**src/rtl/cascade_ack_pkg.sv**
```systemverilog
package cascade_ack_pkg;
  // command data bit that starts initialization
  localparam int INIT_BIT = 4;
  // command data bit that announces a fourth init word
  localparam int IC4_BIT  = 0;

  typedef enum logic [1:0] {
    ACK_PRI      = 2'd0,  // ordinary line on the first controller
    ACK_SEC      = 2'd1,  // cascaded line on the second controller
    ACK_SPUR_SEC = 2'd2,  // cascade chosen, second controller empty
    ACK_SPUR_PRI = 2'd3   // first controller empty
  } ack_kind_e;
endpackage

```
**src/rtl/cascade_line_arbiter.sv**
```systemverilog
module cascade_line_arbiter #(
  parameter int LINES = 8,
  localparam int LW = $clog2(LINES)
) (
  input  logic [LINES-1:0] req_i,
  input  logic [LINES-1:0] msk_i,
  input  logic [LINES-1:0] isr_i,
  input  logic [LW-1:0]    rot_i,
  output logic             hit_o,
  output logic [LW-1:0]    line_o
);
  logic [LW-1:0] idx;
  logic          done;

  // walk lines from highest priority down; an in-service line stops the walk
  always_comb begin
    hit_o  = 1'b0;
    line_o = '0;
    done   = 1'b0;
    idx    = '0;
    for (int k = 0; k < LINES; k++) begin
      idx = LW'((int'(rot_i) + k) % LINES);
      if (!done) begin
        if (isr_i[idx]) begin
          done = 1'b1;
        end else if (req_i[idx] && !msk_i[idx]) begin
          hit_o  = 1'b1;
          line_o = idx;
          done   = 1'b1;
        end
      end
    end
  end
endmodule

```
**src/rtl/cascade_ack_decode.sv**
```systemverilog
module cascade_ack_decode
  import cascade_ack_pkg::*;
#(
  parameter int LINES     = 8,
  parameter int VW        = 8,
  parameter int CASC_LINE = 2,
  localparam int LW = $clog2(LINES),
  localparam int BW = VW - LW
) (
  input  logic             p_hit_i,
  input  logic [LW-1:0]    p_line_i,
  input  logic             s_hit_i,
  input  logic [LW-1:0]    s_line_i,
  input  logic [BW-1:0]    p_base_i,
  input  logic [BW-1:0]    s_base_i,
  input  logic             p_aeoi_i,
  input  logic             s_aeoi_i,
  input  logic [LINES-1:0] p_lvl_i,
  input  logic [LINES-1:0] s_lvl_i,
  output ack_kind_e        kind_o,
  output logic [VW-1:0]    vec_o,
  output logic [LW:0]      num_o,
  output logic [LINES-1:0] p_isr_set_o,
  output logic [LINES-1:0] p_pend_clr_o,
  output logic [LINES-1:0] s_isr_set_o,
  output logic [LINES-1:0] s_pend_clr_o
);
  localparam logic [LW-1:0] SPUR = LW'(LINES - 1);
  localparam logic [LW-1:0] CASC = LW'(CASC_LINE);

  logic [LINES-1:0] p_one, s_one;

  always_comb begin
    if (!p_hit_i)              kind_o = ACK_SPUR_PRI;
    else if (p_line_i != CASC) kind_o = ACK_PRI;
    else if (s_hit_i)          kind_o = ACK_SEC;
    else                       kind_o = ACK_SPUR_SEC;
  end

  always_comb begin
    p_one = '0;
    s_one = '0;
    unique case (kind_o)
      ACK_PRI: begin
        vec_o = {p_base_i, p_line_i};
        num_o = {1'b0, p_line_i};
        p_one[p_line_i] = 1'b1;
      end
      ACK_SEC: begin
        vec_o = {s_base_i, s_line_i};
        num_o = {1'b1, s_line_i};
        p_one[p_line_i] = 1'b1;
        s_one[s_line_i] = 1'b1;
      end
      ACK_SPUR_SEC: begin
        vec_o = {s_base_i, SPUR};
        num_o = {1'b1, SPUR};
        p_one[p_line_i] = 1'b1;
      end
      default: begin
        vec_o = {p_base_i, SPUR};
        num_o = {1'b0, SPUR};
      end
    endcase
  end

  assign p_isr_set_o  = p_aeoi_i ? '0 : p_one;
  assign s_isr_set_o  = s_aeoi_i ? '0 : s_one;
  assign p_pend_clr_o = p_one & ~p_lvl_i;
  assign s_pend_clr_o = s_one & ~s_lvl_i;
endmodule

```
**src/rtl/cascade_init_track.sv**
```systemverilog
module cascade_init_track
  import cascade_ack_pkg::*;
#(
  parameter int DW = 8
) (
  input  logic          clk,
  input  logic          rst,
  input  logic          wr_i,
  input  logic [DW-1:0] data_i,
  output logic          start_o,
  output logic          init_o,
  output logic          init4_o
);
  assign start_o = wr_i && data_i[INIT_BIT];

  always_ff @(posedge clk) begin
    if (rst) begin
      init_o  <= 1'b0;
      init4_o <= 1'b0;
    end else begin
      init_o <= start_o;
      if (start_o) init4_o <= data_i[IC4_BIT];
    end
  end
endmodule

```
**src/rtl/cascade_ack_resolver.sv**
```systemverilog
module cascade_ack_resolver
  import cascade_ack_pkg::*;
#(
  parameter int LINES     = 8,
  parameter int VW        = 8,
  parameter int DW        = 8,
  parameter int CASC_LINE = 2,
  parameter int NCTL      = 2,
  localparam int LW = $clog2(LINES),
  localparam int BW = VW - LW
) (
  input  logic             clk,
  input  logic             rst,
  input  logic             ack_i,
  input  logic [LINES-1:0] p_pend_i,
  input  logic [LINES-1:0] p_mask_i,
  input  logic [LINES-1:0] p_isr_i,
  input  logic [LINES-1:0] p_lvl_i,
  input  logic [BW-1:0]    p_base_i,
  input  logic [LW-1:0]    p_rot_i,
  input  logic             p_aeoi_i,
  input  logic [LINES-1:0] s_pend_i,
  input  logic [LINES-1:0] s_mask_i,
  input  logic [LINES-1:0] s_isr_i,
  input  logic [LINES-1:0] s_lvl_i,
  input  logic [BW-1:0]    s_base_i,
  input  logic [LW-1:0]    s_rot_i,
  input  logic             s_aeoi_i,
  input  logic             cmd_wr_i,
  input  logic             cmd_dst_i,
  input  logic [DW-1:0]    cmd_data_i,
  output logic [VW-1:0]    vec_o,
  output logic             vec_vld_o,
  output logic [LW:0]      req_num_o,
  output logic [LINES-1:0] p_isr_set_o,
  output logic [LINES-1:0] p_pend_clr_o,
  output logic [LINES-1:0] s_isr_set_o,
  output logic [LINES-1:0] s_pend_clr_o,
  output logic             int_o,
  output logic [NCTL-1:0]  init_o,
  output logic [NCTL-1:0]  init4_o
);
  logic             s_hit, p_hit;
  logic [LW-1:0]    s_line, p_line;
  logic [LINES-1:0] p_req_eff;
  ack_kind_e        kind;
  logic [VW-1:0]    d_vec;
  logic [LW:0]      d_num;
  logic [LINES-1:0] d_pis, d_ppc, d_sis, d_spc;
  logic [NCTL-1:0]  start;
  logic             hold_q;

  // second controller arbitrated first: its result drives the cascade input
  cascade_line_arbiter #(.LINES(LINES)) sec_arb_i (
    .req_i(s_pend_i), .msk_i(s_mask_i), .isr_i(s_isr_i), .rot_i(s_rot_i),
    .hit_o(s_hit), .line_o(s_line)
  );

  always_comb begin
    p_req_eff = p_pend_i;
    p_req_eff[CASC_LINE] = p_pend_i[CASC_LINE] | s_hit;
  end

  cascade_line_arbiter #(.LINES(LINES)) pri_arb_i (
    .req_i(p_req_eff), .msk_i(p_mask_i), .isr_i(p_isr_i), .rot_i(p_rot_i),
    .hit_o(p_hit), .line_o(p_line)
  );

  cascade_ack_decode #(.LINES(LINES), .VW(VW), .CASC_LINE(CASC_LINE)) dec_i (
    .p_hit_i(p_hit), .p_line_i(p_line), .s_hit_i(s_hit), .s_line_i(s_line),
    .p_base_i(p_base_i), .s_base_i(s_base_i),
    .p_aeoi_i(p_aeoi_i), .s_aeoi_i(s_aeoi_i),
    .p_lvl_i(p_lvl_i), .s_lvl_i(s_lvl_i),
    .kind_o(kind), .vec_o(d_vec), .num_o(d_num),
    .p_isr_set_o(d_pis), .p_pend_clr_o(d_ppc),
    .s_isr_set_o(d_sis), .s_pend_clr_o(d_spc)
  );

  for (genvar c = 0; c < NCTL; c++) begin : g_init
    cascade_init_track #(.DW(DW)) trk_i (
      .clk(clk), .rst(rst),
      .wr_i(cmd_wr_i && (cmd_dst_i == 1'(c))),
      .data_i(cmd_data_i),
      .start_o(start[c]), .init_o(init_o[c]), .init4_o(init4_o[c])
    );
  end

  always_ff @(posedge clk) begin
    if (rst) begin
      vec_o        <= '0;
      vec_vld_o    <= 1'b0;
      req_num_o    <= '0;
      p_isr_set_o  <= '0;
      p_pend_clr_o <= '0;
      s_isr_set_o  <= '0;
      s_pend_clr_o <= '0;
    end else begin
      vec_vld_o <= ack_i;
      if (ack_i) begin
        vec_o        <= d_vec;
        req_num_o    <= d_num;
        p_isr_set_o  <= d_pis;
        p_pend_clr_o <= d_ppc;
        s_isr_set_o  <= d_sis;
        s_pend_clr_o <= d_spc;
      end else begin
        p_isr_set_o  <= '0;
        p_pend_clr_o <= '0;
        s_isr_set_o  <= '0;
        s_pend_clr_o <= '0;
      end
    end
  end

  // interrupt line held low while the external state absorbs an update
  always_ff @(posedge clk) begin
    if (rst) begin
      hold_q <= 1'b0;
      int_o  <= 1'b0;
    end else begin
      hold_q <= ack_i || (|start);
      int_o  <= (ack_i || (|start) || hold_q) ? 1'b0 : p_hit;
    end
  end

  logic unused_kind;
  assign unused_kind = ^kind;
endmodule

```
**config.mk**
```make
export PLATFORM = sky130hd
export DESIGN_NAME = cascade_ack_resolver
export DESIGN_NICKNAME = d
export VERILOG_FILES = /design/src/rtl/cascade_ack_pkg.sv /design/src/rtl/cascade_line_arbiter.sv /design/src/rtl/cascade_ack_decode.sv /design/src/rtl/cascade_init_track.sv /design/src/rtl/cascade_ack_resolver.sv
export SDC_FILE = /design/constraint.sdc
export NUM_CORES = 1
export LEC_CHECK = 0
export BUFFER_PORTS_ARGS = -buffer_cell sky130_fd_sc_hd__buf_2
export CORE_MARGIN = 2
export CORE_UTILIZATION = 56
export DETAILED_ROUTE_END_ITERATION = 6
export PLACE_DENSITY = 0.88
export SLEW_MARGIN = 10
export SYNTH_ARGS = -nofsm -noshare
export SYNTH_HDL_FRONTEND = slang
export SYNTH_SLANG_ARGS = --single-unit
```
**constraint.sdc**
```tcl
create_clock -name clk -period 11.97 [get_ports clk]
set_input_delay 0.5985 -clock clk [delete_from_list [all_inputs] [get_ports clk]]
set_output_delay 0.5985 -clock clk [all_outputs]
set_load 0.01 [all_outputs]
```
Word level (Yosys, flattened, before mapping)
Index checks and enable logic that the tools add are counted.
Operators by class
  add/subtract/negate cells: 14
  multipliers: 0
  divide/modulo/power cells: 0
  order comparisons: 20
  equality and inequality tests: 3
  shift operators: 0
  muxes and demuxes: 237
  bitwise gates (word level): 7
  reduce and logical (&&, ||, !) cells: 47
Operators by type and width (number)
  binary-select mux 1 bit (select 3 bit): 48
  2-to-1 mux 3 bit: 46
  2-to-1 mux 1 bit: 134
  less-than comparator 3 x 4 -> 1 bit, second input constant: 18
  adder 3 bit, second input constant: 8
  one-hot mux 8 bit (3 select lines): 1
  logical AND 1 bit: 22
  AND 8 bit: 2
  logical NOT 1 bit: 16
  2-to-1 mux 8 bit: 2
  NOT 8 bit: 2
  adder 3 x 2 -> 3 bit, second input constant: 4
  one-hot mux 4 bit (3 select lines): 1
  OR reduction 3 bit: 3
  adder 3 x 1 -> 3 bit, second input constant: 2
  demux 1 bit (select 3 bit): 2
  greater-or-equal comparator 3 x 1 -> 1 bit, second input constant: 2
  2-to-1 mux 2 bit: 3
  OR reduction 2 bit: 3
  inequality test 3 x 2 -> 1 bit, second input constant: 1
  == test 2 x 1 -> 1 bit, second input constant: 1
  == test 2 bit, second input constant: 1
  logical NOT 2 bit: 1
  logical OR 1 bit: 2
  2 further kinds: 3
Word-level totals
  flip-flop bits (word level): 51
  bits in latches: 0
  memory bits (writable): 0
  ROM bits: 0
  input bits: 95
  word-level logic and storage cells: 341
  memories: 0

Longest topological paths before layout
Gate-level depths: netlist of the first run.
  word-level depth: 61
  depth in mapped cells: 24
  mapped depth without buffers: 20

Cells and area by module
A second synthesis of the first run with hierarchy kept.
Unflattened totals
  cell total of the unflattened synthesis: 477
  area, all modules: 4695.8 µm²
Modules (own cells, without submodules)
  cascade_line_arbiter: instances 2, cells an instance 136, area each 1328.8 µm², seq. area each 0.0 µm²
  cascade_ack_resolver: instances 1, cells an instance 116, area each 1397.6 µm², seq. area each 940.9 µm²
  cascade_ack_decode: instances 1, cells an instance 75, area each 470.5 µm², seq. area each 0.0 µm²
  cascade_init_track: instances 2, cells an instance 7, area each 85.1 µm², seq. area each 40.0 µm²

Worst setup path after synthesis of the first run
Ideal clock, no wire load.
  kind: input port to flip-flop
  start point: input port s_rot_i[0]
  end point: register p_pend_clr_o[3]
  library setup time: 0.080 ns
  arrival: 5.728 ns
  path slack: 6.162 ns
  stages on the path: 21
  buffers on the path: 3
  path through: buf_6 clkinv_1 ha_1 buf_6 mux4_2 mux2i_1 nand4_1 or4b_4 a2111o_1 and3_1 buf_6 a211oi_1 o21ai_0 a21bo_2 a221oi_2 nor3_2 a31o_2 ha_1 nand2b_1 or2_2 nor3b_1
Between the ends
  word-level cells in the longest chain between the ends: 61
Ends and longest elaborated chain
  from (decl): line cascade_ack_resolver.sv:27  | input logic [LW-1:0] s_rot_i,
  parallel branches: the longest is 26 deep, another holds adder 3 x 1 -> 3 bit
  2-to-1 mux 1 bit (*): line cascade_line_arbiter.sv:23  | if (!done) begin
  parallel branches: the longest is 32 deep, another holds binary-select mux 1 bit (select 3 bit)
  2-to-1 mux 8 bit (*)
  AND 8 bit (*): line cascade_ack_decode.sv:69  | assign p_pend_clr_o = p_one & ~p_lvl_i;
  to (signal assigned): line cascade_ack_resolver.sv:103  | p_pend_clr_o <= d_ppc;
  to (decl): line cascade_ack_resolver.sv:36  | output logic [LINES-1:0] p_pend_clr_o,
Mark *: on every way between the ends. The select of a mux whose other input is x is not followed.
A chain may end at the register's enable or synchronous reset.

Worst setup path after layout of the first run
  start point: input port s_rot_i[0]
  end point: register vec_o[6]
Between the ends
  word-level cells in the longest chain between the ends: 59
Ends and longest elaborated chain
  parallel branches: the longest is 26 deep, another holds adder 3 x 1 -> 3 bit
  2-to-1 mux 1 bit (*): line cascade_line_arbiter.sv:23
  bitwise OR 1 bit: line cascade_ack_resolver.sv:61  | p_req_eff[CASC_LINE] = p_pend_i[CASC_LINE] | s_hit;
  binary-select mux 1 bit (select 3 bit): line cascade_line_arbiter.sv:26  | end else if (req_i[idx] && !msk_i[idx]) begin
  2-to-1 mux 1 bit (not written as such): line cascade_line_arbiter.sv:26
  logical AND 1 bit: line cascade_line_arbiter.sv:26
  2-to-1 mux 3 bit: line cascade_line_arbiter.sv:26
  2-to-1 mux 3 bit: line cascade_line_arbiter.sv:24  | if (isr_i[idx]) begin
  [18 not listed]
  2-to-1 mux 3 bit: line cascade_line_arbiter.sv:26
  2-to-1 mux 3 bit: line cascade_line_arbiter.sv:24
  2-to-1 mux 3 bit: line cascade_line_arbiter.sv:23
  inequality test 3 x 2 -> 1 bit: line cascade_ack_decode.sv:35  | else if (p_line_i != CASC) kind_o = ACK_PRI;
  2-to-1 mux 2 bit: line cascade_ack_decode.sv:35
  2-to-1 mux 2 bit (*): line cascade_ack_decode.sv:34  | if (!p_hit_i) kind_o = ACK_SPUR_PRI;
  == test 2 bit, or another cell as far along: line cascade_ack_decode.sv:43  | unique case (kind_o)
  one-hot mux 8 bit (3 select lines) (*): line cascade_ack_decode.sv:43
  to (signal assigned): line cascade_ack_resolver.sv:100  | vec_o <= d_vec;
  to (decl): line cascade_ack_resolver.sv:32  | output logic [VW-1:0] vec_o,
Marks and branches as above.

==> out/metrics.yaml, run 1 <==
grt:
  antenna_found_initial: 0
  grt_max_degree: 32
  grt_usage: 0.270
  global_route_wire_length_before_repair_um: 18600
  grt_overflow: 0
  via_count_of_the_first_global_routing_pass: 4031
power:
  ir_drop_mv: 0.0482
  leakage_uw: 0.00212
  p_sw_uw: 164
  pwr_density_cell_nw_per_um2: 95.6
  clkPwrFrac: 0.253
  power.combinational.fraction: 0.397
  p_total_uw: 477
  internal_power_uw: 313
  switching_share: 0.345
  power_frac_seq: 0.350
placement:
  io_buffer_count: 138
  routabilityCongestion: 1.05
  dpl.cell_count: 688
  place.detailed.hpwl_um: 9170
synth:
  synth-seq-cells: 48
  syn_area_per_cell_um2: 8.79
  synth_edf_count: 0
  synthFlopType: "dfxtp_1"
  ys_warn_count: 0
  async_reset_ff_frac: 0
  syn-cell-area_um2: 4230
  post_synth_inst_count: 481
  synthTopCellsByArea: "dfxtp_1 (23%), mux4_2 (13%), nor2_1 (4.6%), mux2i_1 (4.5%), nor3_1 (3.4%)"
  synth-seq-area-share: 0.227
  synth_fp_nets: 585
  synthDominantAreaCellType: "dfxtp_1"
  netlist.area_leader.share: 0.227
  synth.distinct_cells: 78
clock_tree:
  clock-sinks: 48
  clkSlewWorstSetupHoldPaths_ps: 90
  total_setup_buffers_inserted_after_cts: 0
  clock_latency_ps: 300
  cts.hold.buffers_added: 0
  cts_max_level: 2
  cts-buffers-inserted: 5
  post_cts_resized: 0
  ctsRootBufferMaster: "clkbuf_8"
  cts_tree: "done"
  maximum_buffer_depth_of_the_clock_tree: 2
floorplan:
  floorplan.die_area_um2: 8270
  row_count: 31
  num_io_pins: 145
  die_height_um: 90.9
  starting_density_of_the_core: 0.580
  core_area_um2: 7290
  die-width_um: 90.9
detailed_routing:
  via_count: 4333
  drt_first_iter_violations: 203
  route.detailed.drc: 0
  vias_per_cell: 6.23
  ant_nets: 0
  avgRoutedWirePerCell_um: 16.5
  drtPass1Iterations: 5
  routed_wirelength_um: 11500
timing:
  timing.clock.skew_ps: 3.24
  final_clock_period_utilization_by_the_worst_path: 0.616
  final.setup.tns_ps: 0
  fin_crit_ps: 7370
  report.final.hold_viol_count: 0
  final_setup_violation_count: 0
  relSlewSlack: 0.452
  fmax_mhz: 136
  drv_slew: 0
  grt_setup_unrepaired: "no"
  worst-slew-pin-transition_ps: 810
cells_and_area:
  layout_commonest_cell: "buf_2"
  layout_common_cells: "buf_2 (138), nor2_1 (52), dfxtp_1 (48)"
  signed_area_change_from_the_synthesized_netlist_to_the_final_layout_pct: 18.0
  area_of_the_multi_input_gates_um2: 3040
  final_layout_size_suffix_gt1_frac: 0.337
  antenna_cells: 0
  ff_latch_area_um2: 961
  final_nets: 700
  post_layout_nonfiller_instances: 696
  fillerInstances: 616
worst_setup_path:
  crit_path_start_kind: "input port"
  path_cells: "buf_2, clkinv_1, ha_1, nor4bb_1, nor4_1, o21ai_0, o31ai_1, a31oi_1, a31o_2, nor3b_1, nor3b_1, a21bo_2, a221oi_2, nor3_2, a31oi_1, ha_1, nor2_1, nor2_1, a22oi_1, a211oi_1"
  cp.required_ps: 12190
  slowest_stage: "ha_1"
  crit_path_max_incr_delay_ps: 820
  ff2ff_setup_slack_ps: 11270
  worstReg2RegStart: "vec_o[1]$_SDFFE_PP0P_"
  setup.worst_path.class: "input port to flip-flop"
  worst_setup_path_startpoint: "s_rot_i[0]"
  worstSetupEndpointType: "flip-flop"
  worst-path-max-fanout: 28
  critical_path_arrival_ps: 7590
flow_run:
  cap_violations: 0
hold_path:
  hp-class: "flip-flop to flip-flop"
  timing.hold.worst.start: "hold_q$_SDFF_PP0_"
outcome:
  status: "complete, no violations"
-- metrics by stage --
step	hold slack [ps]	area [um2]	setup slack, ps	utilization
after floorplan	374	4230	6160	-
after global placement	382	4870	4630	0.668
after detailed placement	389	4870	4380	0.668
after CTS	397	4990	4690	0.684
after global routing	401	4990	3970	0.684
final	393	4990	4600	0.684
-- cell families (layout without fill, tap and decap cells) --
family                   after synthesis  count (layout)  share of synthesized area
AND/OR/NAND/NOR                      205             205                      0.269
AO/OA/AOI/OAI                        113             113                      0.201
multiplexers                          53              53                      0.205
flip-flops                            48              48                      0.227
buffers and inverters                 45             161                     0.0550
adder cells (fa/ha/maj)                9               9                     0.0266
XOR/XNOR                               8               8                     0.0166
-- synthesized netlist by cell type, types with 7 or more instances --
master,instances
nand3_1,10
a21oi_1,13
inv_1,13
a211oi_1,9
mux2_2,8
nor2_1,52
ha_1,9
nor3_1,29
buf_4,8
mux4_2,25
o21ai_0,21
a31oi_1,10
clkbuf_1,14
nor2b_1,7
dfxtp_1,48
nor4_1,7
nand2b_1,18
nand2_1,27
nor3b_1,10
mux2i_1,19
-- final timing paths --
check	endpoint	cells after the start
hold reg to reg	int_o$_SDFF_PP0_	1
setup / recovery	vec_o[6]$_SDFFE_PP0P_	20
hold / removal	int_o$_SDFF_PP0_	1
setup reg to reg	vec_o[1]$_SDFFE_PP0P_	3
-- power by group through the flow --
| stage | Sequential (uW) | Combinational, uW | Clock, uW |
|---|---|---|---|
| 6_report | 167 | 189 | 121 |
| 5_1_grt | 168 | 207 | 128 |
| 4_1_cts | 167 | 186 | 122 |
| 3_5_place_dp | 171 | 185 | 0 |
| 3_3_place_gp | 171 | 180 | 0 |
| 2_1_floorplan | 173 | 135 | 0 |
-- per-layer routing --
| layer | GRT usage | wire [um] |
|---|---|---|
| met5 | 0 | 0 |
| met2 | 0.471 | 5580 |
| met1 | 0.349 | 4830 |
| met4 | 0.0795 | 159 |
| met3 | 0.0367 | 917 |
-- registers in the layout (all words and copies together) (netlist names) --
signal	cells
vec_vld_o	1
s_isr_set_o	8
p_pend_clr_o	8
req_num_o	1
g_init.trk_i.init_o	2
p_isr_set_o	8
g_init.trk_i.init4_o	2
int_o	1
vec_o	8
hold_q	1
s_pend_clr_o	8
-- critical path, delay by kind of cell --
family	cells	cell delay, ps
AND/OR/NAND/NOR	7	2120
buffers and inverters	2	860
adder cells (fa/ha/maj)	2	1090
AO/OA/AOI/OAI	9	2900
-- layout make-up --
| type | instances | area share |
|---|---|---|
| clock buffers | 6 | 0.0165 |
| clock inverters | 2 | 0.00777 |
| inverters | 15 | 0.0113 |
| repair buffers | 138 | 0.138 |
| well taps | 99 | 0.0248 |
| multi-input cells | 388 | 0.609 |
| flip-flops and latches | 48 | 0.193 |
No activity file was read; power rests on OpenSTA's default activity.
==> inputs of run 2 (changes only) <==
CORE_UTILIZATION = 47   (was 56)
PLACE_DENSITY = 0.79   (was 0.88)
clock period = 6.3 ns   (was 11.97 ns; I/O delays follow)
==> out/metrics.yaml, run 2 (synthesis results as in run 1) <==
grt:
  grt_overflow: 0  # unchanged
  grt_util_met1: 0.334  # was 0.349
  grt_max_degree: 31  # was 32
  met3_demand_to_capacity_share_in_global_routing: 0.0262  # was 0.0367
  grt_usage: 0.241  # was 0.270
  global_route.peak_usage_layer: "met2"  # unchanged
  via_count_of_the_first_global_routing_pass: 4119  # was 4031
  antenna_found_initial: 0  # unchanged
  grt_util_met2: 0.408  # was 0.471
  global_route_wire_length_before_repair_um: 19700  # was 18600 um
floorplan:
  row_count: 34  # was 31
  num_io_pins: 145  # unchanged
  floorplan.die_area_um2: 9780  # was 8270 um2
  starting_density_of_the_core: 0.485  # was 0.580
  die-width_um: 98.9  # was 90.9 um
  core_area_um2: 8720  # was 7290 um2
  die_height_um: 98.9  # was 90.9 um
power:
  power.combinational.fraction: 0.413  # was 0.397
  p_sw_uw: 314  # was 164 uW
  internal_power_uw: 593  # was 313 uW
  ir_drop_mv: 0.0905  # was 0.0482 mV
  leakage_uw: 0.00218  # was 0.00212 uW
  clkPwrFrac: 0.236  # was 0.253
  power_frac_seq: 0.350  # about the same
  switching_share: 0.346  # was 0.345
  pwr_density_cell_nw_per_um2: 178  # was 95.6 nW/um2
timing:
  relSlewSlack: 0.560  # was 0.452
  grt_setup_unrepaired: "no"  # unchanged
  fmax_mhz: 174
  worst-slew-pin-transition_ps: 643  # was 810 ps
  final.setup.tns_ps: 0  # unchanged
  fin_crit_ps: 5760
  report.final.hold_viol_count: 0  # unchanged
  hold_ws_ps: 171  # was 393 ps
  drv_slew: 0  # unchanged
  timing.clock.skew_ps: 0.000333  # was 3.24 ps
  final_clock_period_utilization_by_the_worst_path: 0.914
  final_setup_violation_count: 0  # unchanged
cells_and_area:
  antenna_cells: 0  # unchanged
  layout_common_cells: "buf_2 (138), nor2_1 (51), dfxtp_1 (48)"  # was buf_2 (138), nor2_1 (52), dfxtp_1 (48)
  signed_area_change_from_the_synthesized_netlist_to_the_final_layout_pct: 20.6  # was 18.0%
  post_layout_nonfiller_instances: 719  # was 696
  layout_commonest_cell: "buf_2"  # unchanged
  fillerInstances: 785  # was 616
  final_layout_size_suffix_gt1_frac: 0.355  # was 0.337
  final_nets: 714  # was 700
worst_setup_path:
  worstSetupEndpointType: "flip-flop"  # unchanged
  critical_path_arrival_ps: 5960  # was 7590 ps
  ff2ff_setup_slack_ps: 5570  # was 11270 ps
  worst_r2r_path_depth: 2  # was 3
  cp.required_ps: 6500  # was 12190 ps
  setup.worst_path.class: "input port to flip-flop"  # unchanged
  path_cells: "buf_2, inv_2, ha_1, buf_4, and4b_1, o41ai_2, nand2_1, or4b_4, a2111o_1, and3_1, o211ai_2, and4b_1, a2111oi_0, a22o_2, nor2b_1, a21o_1, ha_1, nor2_1, nor2_2, a22oi_1, a211oi_1"  # was buf_2, clkinv_1, ha_1, nor4bb_1, nor4_1, o21ai_0, o31ai_1, a31oi_1, a31o_2, nor3b_1, nor3b_1, a21bo_2, a221oi_2, nor3_2, a31oi_1, ha_1, nor2_1, nor2_1, a22oi_1, a211oi_1
  worst-path-max-fanout: 14  # was 28
  crit_path_start_kind: "input port"  # unchanged
  slowest_stage: "or4b_4"  # was ha_1
  crit_path_max_incr_delay_ps: 580  # was 820 ps
  worstReg2RegStart: "vec_o[3]$_SDFFE_PP0P_"  # was vec_o[1]$_SDFFE_PP0P_
  regToRegEndpoint: "vec_o[3]$_SDFFE_PP0P_"  # was vec_o[1]$_SDFFE_PP0P_
detailed_routing:
  via_count: 4397  # was 4333
  route.detailed.drc: 0  # unchanged
  avgRoutedWirePerCell_um: 16.7  # was 16.5 um
  drt_first_iter_violations: 187  # was 203
  vias_per_cell: 6.12  # was 6.23
  ant_nets: 0  # unchanged
  drtPass1Iterations: 5  # unchanged
  routed_wirelength_um: 12000  # was 11500 um
outcome:
  status: "complete, no violations"  # unchanged
clock_tree:
  maximum_buffer_depth_of_the_clock_tree: 2  # unchanged
  cts-buffers-inserted: 5  # unchanged
  clock-sinks: 48  # unchanged
  cts.hold.buffers_added: 0  # unchanged
  cts_max_level: 2  # unchanged
  cts_tree: "done"  # unchanged
  clkSlewWorstSetupHoldPaths_ps: 90  # about the same
  clock_latency_ps: 290  # was 300 ps
  ctsRootBufferMaster: "clkbuf_8"  # unchanged
placement:
  dpl.cell_count: 711  # was 688
  place.detailed.hpwl_um: 9680  # was 9170 um
  io_buffer_count: 138  # unchanged
  routabilityCongestion: 0.935  # was 1.05
hold_path:
  timing.hold.worst.start: "p_lvl_i[2]"  # was hold_q$_SDFF_PP0_
  worst_hold_path.endpoint: "p_pend_clr_o[2]$_SDFF_PP0_"  # was int_o$_SDFF_PP0_
  hp-class: "input port to flip-flop"  # was flip-flop to flip-flop
  min_path_cells: 2  # was 1
flow_run:
  cap_violations: 0  # unchanged
[run 2: changes by cell type in the layout (fill, tap and decap cells not counted)]
cell      previous run  this run
buf_4                0        14
a22o_1               1         0
a22o_2               0         1
clkbuf_1             0         1
clkinv_4             1         0
clkinv_2             0         1
xor2_1               4         3
nor2_2               0         1
clkbuf_8             6         5
nor2_1              52        51
xor2_2               0         1
[run 2: cell type report]
class | instances | area, um2 | share of cell area
tap | 108 | 135 | 0.0265
clock inverter | 2 | 35.0 | 0.00686
sequential | 48 | 961 | 0.188
inverter | 15 | 56.3 | 0.0110
multi-input combinational | 388 | 3050 | 0.597
timing repair buffer | 152 | 796 | 0.156
clock buffer | 6 | 72.6 | 0.0142
[run 2: worst max path at each step]
stage / from / end / slack [ps] / cells after the start
after floorplan: s_rot_i[0] / p_pend_clr_o[3]$_SDFF_PP0_ / 780 / 21
after global placement: s_rot_i[1] / vec_o[3]$_SDFFE_PP0P_ / 370 / 21
after detailed placement: s_rot_i[1] / vec_o[4]$_SDFFE_PP0P_ / 150 / 21
after CTS: s_rot_i[1] / vec_o[4]$_SDFFE_PP0P_ / 450 / 21
after global routing: s_rot_i[1] / vec_o[4]$_SDFFE_PP0P_ / 60 / 20
final: s_rot_i[1] / vec_o[3]$_SDFFE_PP0P_ / 540 / 21
[run 2: critical path: cells and delay by family]
kind / cells / cell delay, ps
buffers and inverters: 3 / 490
adder cells (fa/ha/maj): 2 / 580
AO/OA/AOI/OAI: 8 / 2480
AND/OR/NAND/NOR: 8 / 2100
[run 2: routing by layer]
metal / share of wire / up-vias / wire, um
li1: - / 2111 / -
met1: 0.43 / 2061 / 5180
met2: 0.47 / 212 / 5700
met3: 0.081 / 13 / 974
met4: 0.012 / 0 / 138
met5: 0 / - / 0
[run 2: timing repair]
action                                  in CTS  in global routing
endpoints found under the setup margin       0                  5
setup buffers                                0                  0
gates resized for setup                      0                  3
[run 2: through the flow]
step	instance area, um2	utilization	setup WS (ps)	power [uW]
CTS	5090	0.584	450	904
floorplan	4230	-	776	585
global placement	4980	0.572	367	684
detailed placement	4980	0.572	153	692
finish	5100	0.585	544	907
global route	5100	0.585	63.7	960
[run 2: power by group through the flow]
stage	clock network, uW	logic [uW]	registers (uW)
after CTS	218	369	318
after global routing	229	412	319
after floorplan	0	256	329
after detailed placement	0	367	325
final	214	375	318
after global placement	0	360	325
==> inputs of run 3 (changes only) <==
CORE_UTILIZATION = 48   (was 47)
SYNTH_HIERARCHICAL = 1   (was unset)
==> out/metrics.yaml, run 3 <==
power:
  ir_drop_mv: 0.107  # was 0.0905 mV
  switching_share: 0.360  # was 0.346
  internal_power_uw: 624  # was 593 uW
  pwr_density_cell_nw_per_um2: 168  # was 178 nW/um2
  power.combinational.fraction: 0.458  # was 0.413
  leakage_uw: 0.00255  # was 0.00218 uW
  clkPwrFrac: 0.191  # was 0.236
  p_sw_uw: 351  # was 314 uW
  power_frac_seq: 0.351  # was 0.350
detailed_routing:
  via_count: 4482  # was 4397
  avgRoutedWirePerCell_um: 17.4  # was 16.7 um
  routed_wirelength_um: 13400  # was 12000 um
  ant_nets: 0  # unchanged
  drtPass1Iterations: 4  # was 5
  vias_per_cell: 5.85  # was 6.12
  drt_first_iter_violations: 125  # was 187
  route.detailed.drc: 0  # unchanged
placement:
  postPlaceCellArea_um2: 5680  # was 4980 um2
  place.detailed.hpwl_um: 10700  # was 9680 um
  routabilityCongestion: 0.919  # was 0.935
  io_buffer_count: 138  # unchanged
grt:
  grt_max_degree: 34  # was 31
  grt_overflow: 0  # unchanged
  via_count_of_the_first_global_routing_pass: 4319  # was 4119
  global_route_wire_length_before_repair_um: 20400  # was 19700 um
  antenna_found_initial: 0  # unchanged
  grt_usage: 0.242  # was 0.241
hold_path:
  min_path_cells: 3  # was 2
  hp-class: "input port to flip-flop"  # unchanged
clock_tree:
  cts_tree: "done"  # unchanged
  ctsRootBufferMaster: "clkbuf_8"  # unchanged
  cts_max_level: 2  # unchanged
  clock_latency_ps: 300  # was 290 ps
  post_cts_resized: 0  # unchanged
  total_setup_buffers_inserted_after_cts: 0  # unchanged
  maximum_buffer_depth_of_the_clock_tree: 2  # unchanged
  clock-sinks: 51  # was 48
  cts.hold.buffers_added: 0  # unchanged
  cts-buffers-inserted: 5  # unchanged
  clkSlewWorstSetupHoldPaths_ps: 90  # about the same
synth:
  async_reset_ff_frac: 0  # unchanged
  synth_fp_nets: 580  # was 585
  syn-cell-area_um2: 4700  # was 4230 um2
  synth.distinct_cells: 69  # was 78
  syn_area_per_cell_um2: 9.84  # was 8.79 um2
  synth_edf_count: 0  # unchanged
  synthDominantAreaCellType: "dfxtp_1"  # unchanged
  post_synth_inst_count: 477  # was 481
  netlist.area_leader.share: 0.217  # was 0.227
  synthTopCellsByArea: "dfxtp_1 (22%), mux4_2 (13%), mux2i_1 (9.0%), mux4_1 (4.5%), and2_1 (4.4%)"  # was dfxtp_1 (23%), mux4_2 (13%), nor2_1 (4.6%), mux2i_1 (4.5%), nor3_1 (3.4%)
  synth-seq-area-share: 0.217  # was 0.227
  synth.most_common_cell: "dfxtp_1"  # was nor2_1
  synth.top_cells.by_count: "dfxtp_1 (51), mux2i_1 (42), nor2_1 (35), and2_1 (33), mux4_2 (28)"  # was nor2_1 (52), dfxtp_1 (48), nor3_1 (29), nand2_1 (27), mux4_2 (25)
  synthFlopType: "dfxtp_1"  # unchanged
  synth-seq-cells: 51  # was 48
  ys_warn_count: 6  # was 0
worst_setup_path:
  worstSetupEndpointType: "flip-flop"  # unchanged
  worst-path-max-fanout: 7  # was 14
  setup.worst_path.class: "input port to flip-flop"  # unchanged
  worst_r2r_path_depth: 2  # unchanged
  cp.required_ps: 6490  # was 6500 ps
  crit_path_start_kind: "input port"  # unchanged
  critical_path_arrival_ps: 6240  # was 5960 ps
timing:
  worst-slew-pin-transition_ps: 832  # was 643 ps
  fin_crit_ps: 6060  # was 5760 ps
  report.final.hold_viol_count: 0  # unchanged
  drv_slew: 0  # unchanged
  timing.clock.skew_ps: 2.20  # was 0.000333 ps
  fmax_mhz: 165  # was 174 MHz
  final_clock_period_utilization_by_the_worst_path: 0.962  # was 0.914
  final_setup_violation_count: 0  # unchanged
  grt_setup_unrepaired: "no"  # unchanged
  relSlewSlack: 0.446  # was 0.560
outcome:
  status: "complete, no violations"  # unchanged
cells_and_area:
  fillerInstances: 898  # was 785
  signed_area_change_from_the_synthesized_netlist_to_the_final_layout_pct: 24.1  # was 20.6%
  final_nets: 735  # was 714
  antenna_cells: 0  # unchanged
  layout.cell_area.non_filler_um2: 5830  # was 5100 um2
  ff_latch_area_um2: 1020  # was 961 um2
  layout_common_cells: "buf_2 (138), dfxtp_1 (51), mux2i_1 (39), buf_4 (39), nor2_1 (35)"  # was buf_2 (138), nor2_1 (51), dfxtp_1 (48)
  layout_commonest_cell: "buf_2"  # unchanged
  fin_util: 0.604  # was 0.585
  final_layout_size_suffix_gt1_frac: 0.412  # was 0.355
  area_of_the_multi_input_gates_um2: 3530  # was 3050 um2
floorplan:
  core_area_um2: 9640  # was 8720 um2
  floorplan.die_area_um2: 10600  # was 9780 um2
  die-width_um: 103  # was 98.9 um
  die_height_um: 103  # was 98.9 um
  starting_density_of_the_core: 0.487  # was 0.485
  num_io_pins: 145  # unchanged
  row_count: 36  # was 34
flow_run:
  cap_violations: 0  # unchanged
## run 3: cell count changes in the layout (fill, tap and decap cells not counted), moves of 8 or more
cell     change
o21ai_0     -10
nor2_1      -16
and2_1      +32
nor3b_1     -10
a21oi_1     -11
mux2i_1     +20
nand2_1      -9
buf_4       +25
a31oi_1     -10
inv_1        -8
mux4_1       +8
## run 3: logic make-up (layout without fill, tap and decap cells)
kind of cell | Yosys count | after routing | share of synthesized area
XOR/XNOR | 8 | 8 | 0.0149
AO/OA/AOI/OAI | 74 | 74 | 0.128
adder cells (fa/ha/maj) | 8 | 8 | 0.0213
AND/OR/NAND/NOR | 209 | 209 | 0.267
multiplexers | 90 | 90 | 0.303
buffers and inverters | 37 | 193 | 0.0485
flip-flops | 51 | 51 | 0.217
## run 3: final timing paths
check,startpoint,endpoint,slack (ps)
setup / recovery,s_rot_i[1],vec_o[3]$_SDFFE_PP0P_,240
hold reg to reg,hold_q$_SDFF_PP0_,int_o$_SDFF_PP0_,420
setup reg to reg,g_init[1].trk_i/init4_o$_SDFFE_PP0P_,g_init[1].trk_i/init4_o$_SDFFE_PP0P_,5560
hold / removal,cmd_data_i[0],g_init[0].trk_i/init4_o$_SDFFE_PP0P_,270
## run 3: layout make-up
class                      instances  share of cell area
timing repair buffer             178               0.171
multi-input combinational        389               0.606
clock buffer                       5              0.0118
inverter                           7             0.00451
clock inverter                     3             0.00344
tap                              133              0.0286
sequential                        51               0.175
## run 3: routing by layer
metal,global-route usage,routed length [um],up-vias,share of wire
li1,-,-,2134,-
met1,0.298,5720,2209,0.43
met4,0.0526,144,0,0.011
met5,0,0,-,0
met3,0.0475,619,12,0.046
met2,0.440,6880,127,0.51
## run 3: worst max-delay path, cell delays in order
cell       delay [ps]
buf_2             100
inv_1              70
ha_2              340
buf_4             190
nor4bb_1          370
nor4_1            160
mux2_2            350
o2111ai_4         170
nor3_2            100
a211oi_2          210
nand2_1            90
or2_2             340
and2b_1           180
buf_4             140
mux4_2            470
mux2i_2           250
o2111ai_4         220
nor3_2            350
o21ai_1           130
a32oi_1           220
buf_4             170
nand2b_1          140
o21ai_0           130
ha_2              260
or2_1             280
a22o_1            260
mux2i_1           170
nor2_1             70
## run 3: per-stage QoR
stage	cells	worst slack (ps)	hold WS, ps	total power, uW	TNS (ps)
after detailed placement	758	-196	414	781	-1180
after CTS	766	84.2	267	965	0
final	766	240	272	976	0
after global placement	758	-2.21	395	767	-3.64
after floorplan	477	47.6	377	645	0
after global routing	766	19.4	262	1030	0
## run 3: power by group through the flow
stage                     Sequential (uW)  Combinational (uW)  Clock, uW
after floorplan                       356                 289          0
after global placement                349                 418          0
after detailed placement              350                 431          0
after CTS                             342                 434        189
after global routing                  344                 481        208
final                                 342                 447        187
